### src/rtl/exc_ctl_pkg.sv
package exc_ctl_pkg;

  typedef enum logic [1:0] {
    CAUSE_NONE  = 2'd0,
    CAUSE_TRAP  = 2'd1,
    CAUSE_IRQ   = 2'd2,
    CAUSE_BADOP = 2'd3
  } causeE;

  localparam logic [2:0] SEL_STATUS  = 3'd0;
  localparam logic [2:0] SEL_SAVED   = 3'd1;
  localparam logic [2:0] SEL_ENABLE  = 3'd2;
  localparam logic [2:0] SEL_PENDING = 3'd3;
  localparam logic [2:0] SEL_ID      = 3'd4;

  // strobes from the sequencing control to the register datapath
  typedef struct packed {
    logic enter;
    logic leave;
    logic wrStatus;
    logic wrSaved;
    logic wrEnable;
  } ctlStrobeS;

endpackage

### src/rtl/exc_ctl_seq.sv
module exc_ctl_seq
  import exc_ctl_pkg::*;
(
  input  logic      clk,
  input  logic      rstN,
  input  logic      intPending,
  input  logic      pieBit,
  input  logic      userBit,
  input  logic      trapReq,
  input  logic      badOpReq,
  input  logic      retReq,
  input  logic      csrWe,
  input  logic      csrRe,
  input  logic [2:0] csrSel,
  output ctlStrobeS strobes,
  output causeE     cause,
  output logic      illegalAccess,
  output logic      readOk
);

  logic accessOk;
  logic quiet;
  logic wrGo;

  always_comb begin
    if (pieBit && intPending)  cause = CAUSE_IRQ;
    else if (badOpReq)         cause = CAUSE_BADOP;
    else if (trapReq)          cause = CAUSE_TRAP;
    else                       cause = CAUSE_NONE;
  end

  always_comb begin
    accessOk      = !userBit;
    illegalAccess = (csrWe || csrRe) && userBit;
    readOk        = csrRe && accessOk;

    strobes.enter = (cause != CAUSE_NONE);
    strobes.leave = retReq && (cause == CAUSE_NONE);

    quiet = !strobes.enter && !strobes.leave;
    wrGo  = csrWe && accessOk && quiet;

    strobes.wrStatus = wrGo && (csrSel == SEL_STATUS);
    strobes.wrSaved  = wrGo && (csrSel == SEL_SAVED);
    strobes.wrEnable = wrGo && (csrSel == SEL_ENABLE);
  end


  single_entry_chk: assert property (@(posedge clk) disable iff (!rstN)
    $onehot0({strobes.enter, strobes.leave}));


  user_write_block_chk: assert property (@(posedge clk) disable iff (!rstN)
    illegalAccess |-> !(strobes.wrStatus || strobes.wrSaved || strobes.wrEnable));


  irq_gate_chk: assert property (@(posedge clk) disable iff (!rstN)
    (cause == CAUSE_IRQ) |-> (pieBit && intPending));

endmodule

### src/rtl/exc_ctl_regs.sv
module exc_ctl_regs
  import exc_ctl_pkg::*;
#(
  parameter int          XLEN       = 32,
  parameter int          IRQ_COUNT  = 32,
  parameter logic [31:0] HANDLER_PC = 32'h20,
  parameter logic [31:0] CPU_ID     = 32'h0000_1234
) (
  input  logic                 clk,
  input  logic                 rstN,
  input  ctlStrobeS            strobes,
  input  logic [XLEN-1:0]      csrWdata,
  input  logic [2:0]           csrSel,
  input  logic                 readOk,
  input  logic [XLEN-1:0]      nextPc,
  input  logic [IRQ_COUNT-1:0] irqLines,
  output logic                 pieBit,
  output logic                 userBit,
  output logic                 intPending,
  output logic [XLEN-1:0]      csrRdata,
  output logic                 redirectValid,
  output logic [XLEN-1:0]      redirectPc,
  output logic                 epcWe,
  output logic [XLEN-1:0]      retAddr
);

  localparam int PAD = XLEN - 2;

  logic [1:0]           statusQ;
  logic [1:0]           savedQ;
  logic [IRQ_COUNT-1:0] enableQ;
  logic [IRQ_COUNT-1:0] pendVec;
  logic [XLEN-1:0]      epcQ;

  for (genvar k = 0; k < IRQ_COUNT; k++) begin : gPend
    assign pendVec[k] = irqLines[k] & enableQ[k];
  end

  always_ff @(posedge clk) begin
    if (!rstN) begin
      statusQ <= '0;
      savedQ  <= '0;
      enableQ <= '0;
      epcQ    <= '0;
    end else if (strobes.enter) begin
      savedQ  <= statusQ;
      statusQ <= '0;
      epcQ    <= nextPc;
    end else if (strobes.leave) begin
      statusQ <= savedQ;
    end else begin
      if (strobes.wrStatus) statusQ <= csrWdata[1:0];
      if (strobes.wrSaved)  savedQ  <= csrWdata[1:0];
      if (strobes.wrEnable) enableQ <= csrWdata[IRQ_COUNT-1:0];
    end
  end

  always_comb begin
    csrRdata = '0;
    if (readOk) begin
      case (csrSel)
        SEL_STATUS:  csrRdata = {{PAD{1'b0}}, statusQ};
        SEL_SAVED:   csrRdata = {{PAD{1'b0}}, savedQ};
        SEL_ENABLE:  csrRdata = XLEN'(enableQ);
        SEL_PENDING: csrRdata = XLEN'(pendVec);
        SEL_ID:      csrRdata = XLEN'(CPU_ID);
        default:     csrRdata = '0;
      endcase
    end
  end

  assign pieBit        = statusQ[0];
  assign userBit       = statusQ[1];
  assign intPending    = |pendVec;
  assign redirectValid = strobes.enter || strobes.leave;
  assign redirectPc    = strobes.enter ? XLEN'(HANDLER_PC) : epcQ;
  assign epcWe         = strobes.enter;
  assign retAddr       = epcQ;


  entry_clear_chk: assert property (@(posedge clk) disable iff (!rstN)
    strobes.enter |=> (statusQ == 2'b00));


  entry_save_chk: assert property (@(posedge clk) disable iff (!rstN)
    strobes.enter |=> (savedQ == $past(statusQ)));


  epc_capture_chk: assert property (@(posedge clk) disable iff (!rstN)
    strobes.enter |=> (epcQ == $past(nextPc)));


  return_restore_chk: assert property (@(posedge clk) disable iff (!rstN)
    strobes.leave |=> (statusQ == $past(savedQ)));


  enable_hold_chk: assert property (@(posedge clk) disable iff (!rstN)
    (strobes.enter || strobes.leave) |=> $stable(enableQ));

endmodule

### src/rtl/exc_ctl_top.sv
module exc_ctl_top
  import exc_ctl_pkg::*;
#(
  parameter int          XLEN           = 32,
  parameter int          IRQ_COUNT      = 32,
  parameter logic [31:0] MEM_BASE       = 32'h0,
  parameter logic [31:0] HANDLER_OFFSET = 32'h20,
  parameter logic [31:0] CPU_ID         = 32'h0000_1234
) (
  input  logic                 clk,
  input  logic                 rstN,
  input  logic [IRQ_COUNT-1:0] irqLines,
  input  logic                 trapReq,
  input  logic                 badOpReq,
  input  logic                 retReq,
  input  logic [XLEN-1:0]      nextPc,
  input  logic [2:0]           csrSel,
  input  logic                 csrWe,
  input  logic                 csrRe,
  input  logic [XLEN-1:0]      csrWdata,
  output logic [XLEN-1:0]      csrRdata,
  output logic                 illegalAccess,
  output logic                 redirectValid,
  output logic [XLEN-1:0]      redirectPc,
  output logic [1:0]           causeCode,
  output logic                 epcWe,
  output logic [XLEN-1:0]      retAddr,
  output logic                 userMode,
  output logic                 intEnable
);

  localparam logic [31:0] HANDLER_PC = MEM_BASE + HANDLER_OFFSET;

  ctlStrobeS strobes;
  causeE     cause;
  logic      pieBit;
  logic      userBit;
  logic      intPending;
  logic      readOk;

  exc_ctl_seq u_seq (
    .clk          (clk),
    .rstN         (rstN),
    .intPending   (intPending),
    .pieBit       (pieBit),
    .userBit      (userBit),
    .trapReq      (trapReq),
    .badOpReq     (badOpReq),
    .retReq       (retReq),
    .csrWe        (csrWe),
    .csrRe        (csrRe),
    .csrSel       (csrSel),
    .strobes      (strobes),
    .cause        (cause),
    .illegalAccess(illegalAccess),
    .readOk       (readOk)
  );

  exc_ctl_regs #(
    .XLEN      (XLEN),
    .IRQ_COUNT (IRQ_COUNT),
    .HANDLER_PC(HANDLER_PC),
    .CPU_ID    (CPU_ID)
  ) u_regs (
    .clk          (clk),
    .rstN         (rstN),
    .strobes      (strobes),
    .csrWdata     (csrWdata),
    .csrSel       (csrSel),
    .readOk       (readOk),
    .nextPc       (nextPc),
    .irqLines     (irqLines),
    .pieBit       (pieBit),
    .userBit      (userBit),
    .intPending   (intPending),
    .csrRdata     (csrRdata),
    .redirectValid(redirectValid),
    .redirectPc   (redirectPc),
    .epcWe        (epcWe),
    .retAddr      (retAddr)
  );

  assign causeCode = cause;
  assign userMode  = userBit;
  assign intEnable = pieBit;


  reset_mode_chk: assert property (@(posedge clk)
    !rstN |=> (!userMode && !intEnable));

endmodule

### config.mk
export PLATFORM = sky130hd
export DESIGN_NAME = exc_ctl_top
export DESIGN_NICKNAME = d
export VERILOG_FILES = /design/src/rtl/exc_ctl_pkg.sv /design/src/rtl/exc_ctl_seq.sv /design/src/rtl/exc_ctl_regs.sv /design/src/rtl/exc_ctl_top.sv
export SDC_FILE = /design/constraint.sdc
export NUM_CORES = 1
export LEC_CHECK = 0
export BUFFER_PORTS_ARGS = -buffer_cell sky130_fd_sc_hd__buf_2
export CAP_MARGIN = 30
export CORE_MARGIN = 4
export CORE_UTILIZATION = 35
export CTS_BUF_LIST = sky130_fd_sc_hd__clkbuf_4 sky130_fd_sc_hd__clkbuf_8 sky130_fd_sc_hd__clkbuf_16
export CTS_CLUSTER_SIZE = 10
export DETAILED_ROUTE_END_ITERATION = 10
export GPL_TIMING_DRIVEN = 0
export PLACE_DENSITY = 0.77
export SKIP_CTS_REPAIR_TIMING = 1
export SYNTH_ARGS = -nofsm -noshare
export SYNTH_HDL_FRONTEND = slang
export SYNTH_SLANG_ARGS = --single-unit
### constraint.sdc
create_clock -name clk -period 2.1 [get_ports clk]
set_input_delay 0.42 -clock clk [delete_from_list [all_inputs] [get_ports clk]]
set_output_delay 0.42 -clock clk [all_outputs]
set_load 0.05 [all_outputs]
# [Word-level counts from Yosys, hierarchy flattened]
# Index checks and enable logic that the tools add are counted.
[word_totals] reg_bits=68 input_bits=106 output_inout_bits=103 word_cells=79
[classes] eq_ne=5 n_mux=11 bitwise=35 reduce_logical=24
[op_table] operator="case mux 32 bit (5 select lines)" count=1
[op_table] operator="two-way mux 32 bit" count=2
[op_table] operator="bitwise AND 1 bit" count=32
[op_table] operator="OR reduction 32 bit" count=1
[op_table] operator="two-way mux 2 bit" count=7
[op_table] operator="logical AND 1 bit" count=10
[op_table] operator="== test 3 x 2 -> 1 bit, second input constant" count=2
[op_table] operator="nonzero test 2 bit" count=3
[op_table] operator="== test 3 x 1 -> 1 bit, second input constant" count=1
[op_table] operator="== test 3 bit, second input constant" count=1
[op_table] operator="logical NOT 1 bit" count=3
[op_table] operator="logical NOT 3 bit" count=1
[op_table] operator="inverter 1 bit" count=3
[op_table] operator="AND reduction 3 bit" count=1
[op_table] operator="logical NOT 2 bit" count=1
[op_table] operator="logical OR 1 bit" count=2
[op_table] operator="!= test 2 bit, second input constant" count=1
[op_table] operator="AND reduction 2 bit" count=1
[op_table] operator="OR reduction 2 bit" count=1
[op_table] operator="two-way mux 1 bit" count=1

# [Longest topological paths before layout]
[depth] depth_word=13 depth_mapped=7 ltp_nobuf=5

# [Hierarchy]
# From an unflattened synthesis, not the netlist that was laid out.
[hier_totals] cells_unflattened=422 area_unflattened_um2=3265.6
[by_module_without_submodules] mod="exc_ctl_regs" instances=1 cells_per_inst=409 area_each_um2=3174.3 seq_area_each_um2=1361.3
[by_module_without_submodules] mod="exc_ctl_seq" instances=1 cells_per_inst=13 area_each_um2=91.3 seq_area_each_um2=0.0

# [Least setup slack after synthesis]
# OpenSTA, ideal clock, no wires.
[synth_timing] kind="reg-to-output" startpoint="register u_regs.statusQ[0]" endpoint="output csrRdata[0]" t_arrival_ns=3.407 required_time_ns=1.680 slack_ns=-1.727 path_stages_with_launch=4 path_buffers=0 cell_sequence="dfxtp_1 > nor2b_1 > a211oi_1 > a2111oi_0"
[synth_between] elab_chain_cells=2
[synth_lines] element="start, declared" line_no="exc_ctl_regs.sv:29" source="logic [1:0] statusQ;"
[synth_lines] element="start signal, assigned" line_no="exc_ctl_regs.sv:50" source="statusQ <= savedQ;"
[synth_lines] element="start signal, assigned" line_no="exc_ctl_regs.sv:52" source="if (strobes.wrStatus) statusQ <= csrWdata[1:0];"
[synth_lines] element="case mux 32 bit (5 select lines)" line_no="exc_ctl_regs.sv:61" source="case (csrSel)"
[synth_lines] element="two-way mux 32 bit" line_no="exc_ctl_regs.sv:60" source="if (readOk) begin"
[synth_lines] element="end, declared" line_no="exc_ctl_top.sv:21" source="output logic [XLEN-1:0] csrRdata,"
# Every way passes these cells.

# [Worst setup path after layout]
[layout_timing] startpoint="register u_regs.enableQ[19]" endpoint="output redirectPc[5]"
[layout_between] elab_chain_cells=6
[layout_lines] element="start, declared" line_no="exc_ctl_regs.sv:31" source="logic [IRQ_COUNT-1:0] enableQ;"
[layout_lines] element="start signal, assigned" line_no="exc_ctl_regs.sv:54" source="if (strobes.wrEnable) enableQ <= csrWdata[IRQ_COUNT-1:0];"
[layout_lines] element="bitwise AND 1 bit" line_no="exc_ctl_regs.sv:36" source="assign pendVec[k] = irqLines[k] & enableQ[k];"
[layout_lines] element="OR reduction 32 bit" line_no="exc_ctl_regs.sv:74" source="assign intPending = |pendVec;"
[layout_lines] element="logical AND 1 bit" line_no="exc_ctl_seq.sv:26" source="if (pieBit && intPending) cause = CAUSE_IRQ;"
[layout_lines] element="two-way mux 2 bit" line_no="exc_ctl_seq.sv:26"
[layout_lines] element="nonzero test 2 bit" line_no="exc_ctl_seq.sv:37" source="strobes.enter = (cause != CAUSE_NONE);"
[layout_lines] element="two-way mux 32 bit" line_no="exc_ctl_regs.sv:76" source="assign redirectPc = strobes.enter ? XLEN'(HANDLER_PC) : epcQ;"
[layout_lines] element="end, declared" line_no="exc_ctl_top.sv:24" source="output logic [XLEN-1:0] redirectPc,"
# Every way passes these cells.

==> results.md <==
Critical path
• Worst Path Max Fanout: 5
• CP Cell Sequence: a22oi_2, nand4_1, buf_4, o41a_1, buf_8, or3_4, buf_8
• Critical Path Most Common Cell: buf_8
• CP max-delay cell: o41a_1
• data arrival at the endpoint of the critical path: 2.47 ns
• stage delay of the slowest cell on the critical path: 0.48 ns
• start-to-end type of the worst setup path: reg2out
• critical path launch point type: flip-flop
• CP top delay family: compound AO/OA/AOI/OAI gates
• total buffers and inverters traversed by the critical path: 3
• Worst setup EP type: output pin
• Worst Path Required: 1.68 ns

Cells and area
• most frequent standard cell in the layout excluding fill and tap cells: buf_2
• count of placed standard cells in the final layout, fillers left out: 827
• relative area change from synthesis to final layout: 85.57%
• final net count: 796
• most frequent cells in the layout: 148 x buf_2, 59 x dfxtp_1, 53 x buf_6, 49 x a21boi_1, 37 x nand3_1
• n_diodes: 0
• layout cell share with drive strength beyond 1: 0.6196

Yosys
• share of the yosys chip area belonging to registers: 0.3800
• asr flop ratio synth: 0
• total nets after synthesis: 549
• register bit total from synthesis: 68
• count of flip-flops with a built-in enable after synthesis: 0
• Post-Syn Area per Cell: 8.086 um^2
• Syn Std Cell Area: 0.003582 mm^2
• Cells after Synth: 443
• Top FF cell, synth: dfxtp_1
• number of distinct library cells after synthesis: 35
• count of synthesis-stage warnings from yosys: 0

Power
• sequential share of power: 0.429
• worst vdd ir: 0.0003794 V
• combinational group share of total power: 0.229
• net switching component of the power: 0.001023 W
• internal portion of total power: 0.002150 W
• clock network power share: 0.342
• Pwr per Cell Area: 477.3 mW/mm^2
• total power of the final layout: 0.003173 W
• leakage: 2.779 nW
• switching part of the total: 0.3223

Detailed routing
• vias per cell: 5.585
• drt wl/cell: 19.60 um
• Detail Route Antenna Nets: 0
• DRC: 0
• DR iter-0 viols: 292
• wire length reported by the detailed router: 16210 um
• drt first pass iters: 5
• overall via count from detail_route: 4619

STA
• PnR worst setup slack: -0.7876 ns
• final setup vio count: 124
• setup repair after global routing missed its margin: yes
• highest attainable clock frequency: 346.3 MHz
• Hold Fails Final Rpt: 0
• Rel. slew slack: 0.4894
• number of max-slew violations in the final report: 0
• final clock skew: 0.01088 ns
• tightest hold margin: 0.3230 ns
• shortest period the worst path allows: 2.888 ns
• slew of the pin with the lowest slew margin: 0.7659 ns
• final clock period utilization by the worst path: 1.375

Clock network
• later-pin clock latency in the skew report: 0.33 ns
• # clock sinks: 68
• number of buffers on the longest clock path: 2
• clock buffers created by TritonCTS: 9
• number of levels in the clock H-tree: 3
• TritonCTS clock tree: built
• Clk Tree Root Cell: clkbuf_8
• clock transition at the registers of the reported paths: 0.08 ns

Job
• number of violations of the max-capacitance limit: 0

Die
• Initial Utilization: 0.3631
• die area: 0.01192 mm^2
• vertical die dimension: 109.2 um
• number of standard-cell rows in the floorplan: 36
• area of the core region: 0.009864 mm^2
• Die Span X: 109.2 um
• Boundary Pins: 209

Global route
• number of global-route vias before repair: 4500
• total overflow reported by the global router: 0
• wire length of the first global-routing pass: 22110 um
• antenna violations before repair: 0
• overall routing resource usage: 0.2375
• largest net degree at the start of global routing: 12

Placed design
• Post-Place Setup Slack: -0.8490 ns
• final weighted congestion of routability-driven global placement: 0.9166
• count of buffers from port buffering: 207
• HPWL reported at the end of detailed placement: 11260 um
• placed cells: 783

Run status
• violations in the final reports: setup timing
• outcome: finished with violations

Worst hold path
• path category of the worst min-delay check: in2reg

==> worst paths after layout <==
check,start,end,slack (ns),cells after the start
worst max-delay path,u_regs.enableQ[19],redirectPc[5],-0.79,7
worst min-delay path,nextPc[29],u_regs.retAddr[29],0.32,3
worst max register to register,u_regs.enableQ[19],u_regs.enableQ[6],-0.28,10
worst min register to register,u_regs.enableQ[1],u_regs.enableQ[1],0.49,2
==> worst reg2reg max path, cell delays in order (launching register included) <==
cell and delay [ns]:
dfxtp_1 0.36, a22oi_2 0.19, nand4_1 0.22, buf_4 0.20
o41a_1 0.48, buf_4 0.17, buf_6 0.14, buf_12 0.15
buf_4 0.14, o21ai_1 0.13, a21boi_1 0.08
==> through the flow <==
stage                 util  area [um^2]  setup TNS (ns)
global placement    0.5375         5303          -62.75
CTS                 0.5568         5493          -57.35
detailed placement  0.5375         5303          -62.18
global route        0.6739         6648          -45.18
finish              0.6739         6648          -35.11
floorplan                -         4100          -4.219
==> layer usage <==
layer / global-route usage / share of wire
met1: 0.2764 / 0.38
met2: 0.4145 / 0.51
met3: 0.06276 / 0.084
met4: 0.09107 / 0.027
met5: 0 / 0
==> cells in the mapped netlist (all sizes together) (2+ instances only) <==
master,count,area share
nand2b,7,0.012
mux2i,2,0.0056
inv,32,0.034
dfxtp,68,0.38
a21boi,65,0.14
nor2,10,0.010
o211a,25,0.070
clkbuf,27,0.028
mux2,2,0.0063
nor2b,4,0.0070
o21ai,70,0.098
or3,2,0.0035
a31oi,6,0.010
nand4,7,0.012
nand3,65,0.091
a22oi,16,0.034
and3,3,0.0052
buf,16,0.025
nand2,4,0.0042
==> power by group through the flow <==
stage	logic, W	clock network [W]	registers (W)
global route	0.000763	0.00117	0.00136
CTS	0.000627	0.00110	0.00136
global placement	0.000615	0	0.00139
floorplan	0.000263	0	0.00152
detailed placement	0.000625	0	0.00139
finish	0.000726	0.00109	0.00136
==> final cells by class <==
| cell class | instances | area [um^2] |
|---|---|---|
| well taps | 133 | 166.4 |
| inverters | 33 | 242.7 |
| flip-flops and latches | 68 | 1378 |
| multi-input cells | 299 | 2539 |
| plain buffers | 43 | 336.6 |
| fillers | 765 | 3217 |
| clock buffers | 10 | 137.6 |
| repair buffers | 236 | 1795 |
| clock inverters | 5 | 52.55 |
==> flip-flops by register name, summed over array words and instances, names as in the netlist <==
name	count
u_regs.enableQ	32
u_regs.statusQ	2
u_regs.retAddr	32
u_regs.savedQ	2
==> cells by family (layout without fill, tap and decap cells) <==
group / count (synthesis) / after routing / share of synthesized area
AO/OA/AOI/OAI: 187 / 187 / 0.3622
flip-flops: 68 / 68 / 0.3800
AND/OR/NAND/NOR: 108 / 108 / 0.1575
buffers and inverters: 76 / 327 / 0.08837
multiplexers: 4 / 4 / 0.01188
Note: power is estimated with default switching activity, not from simulation.
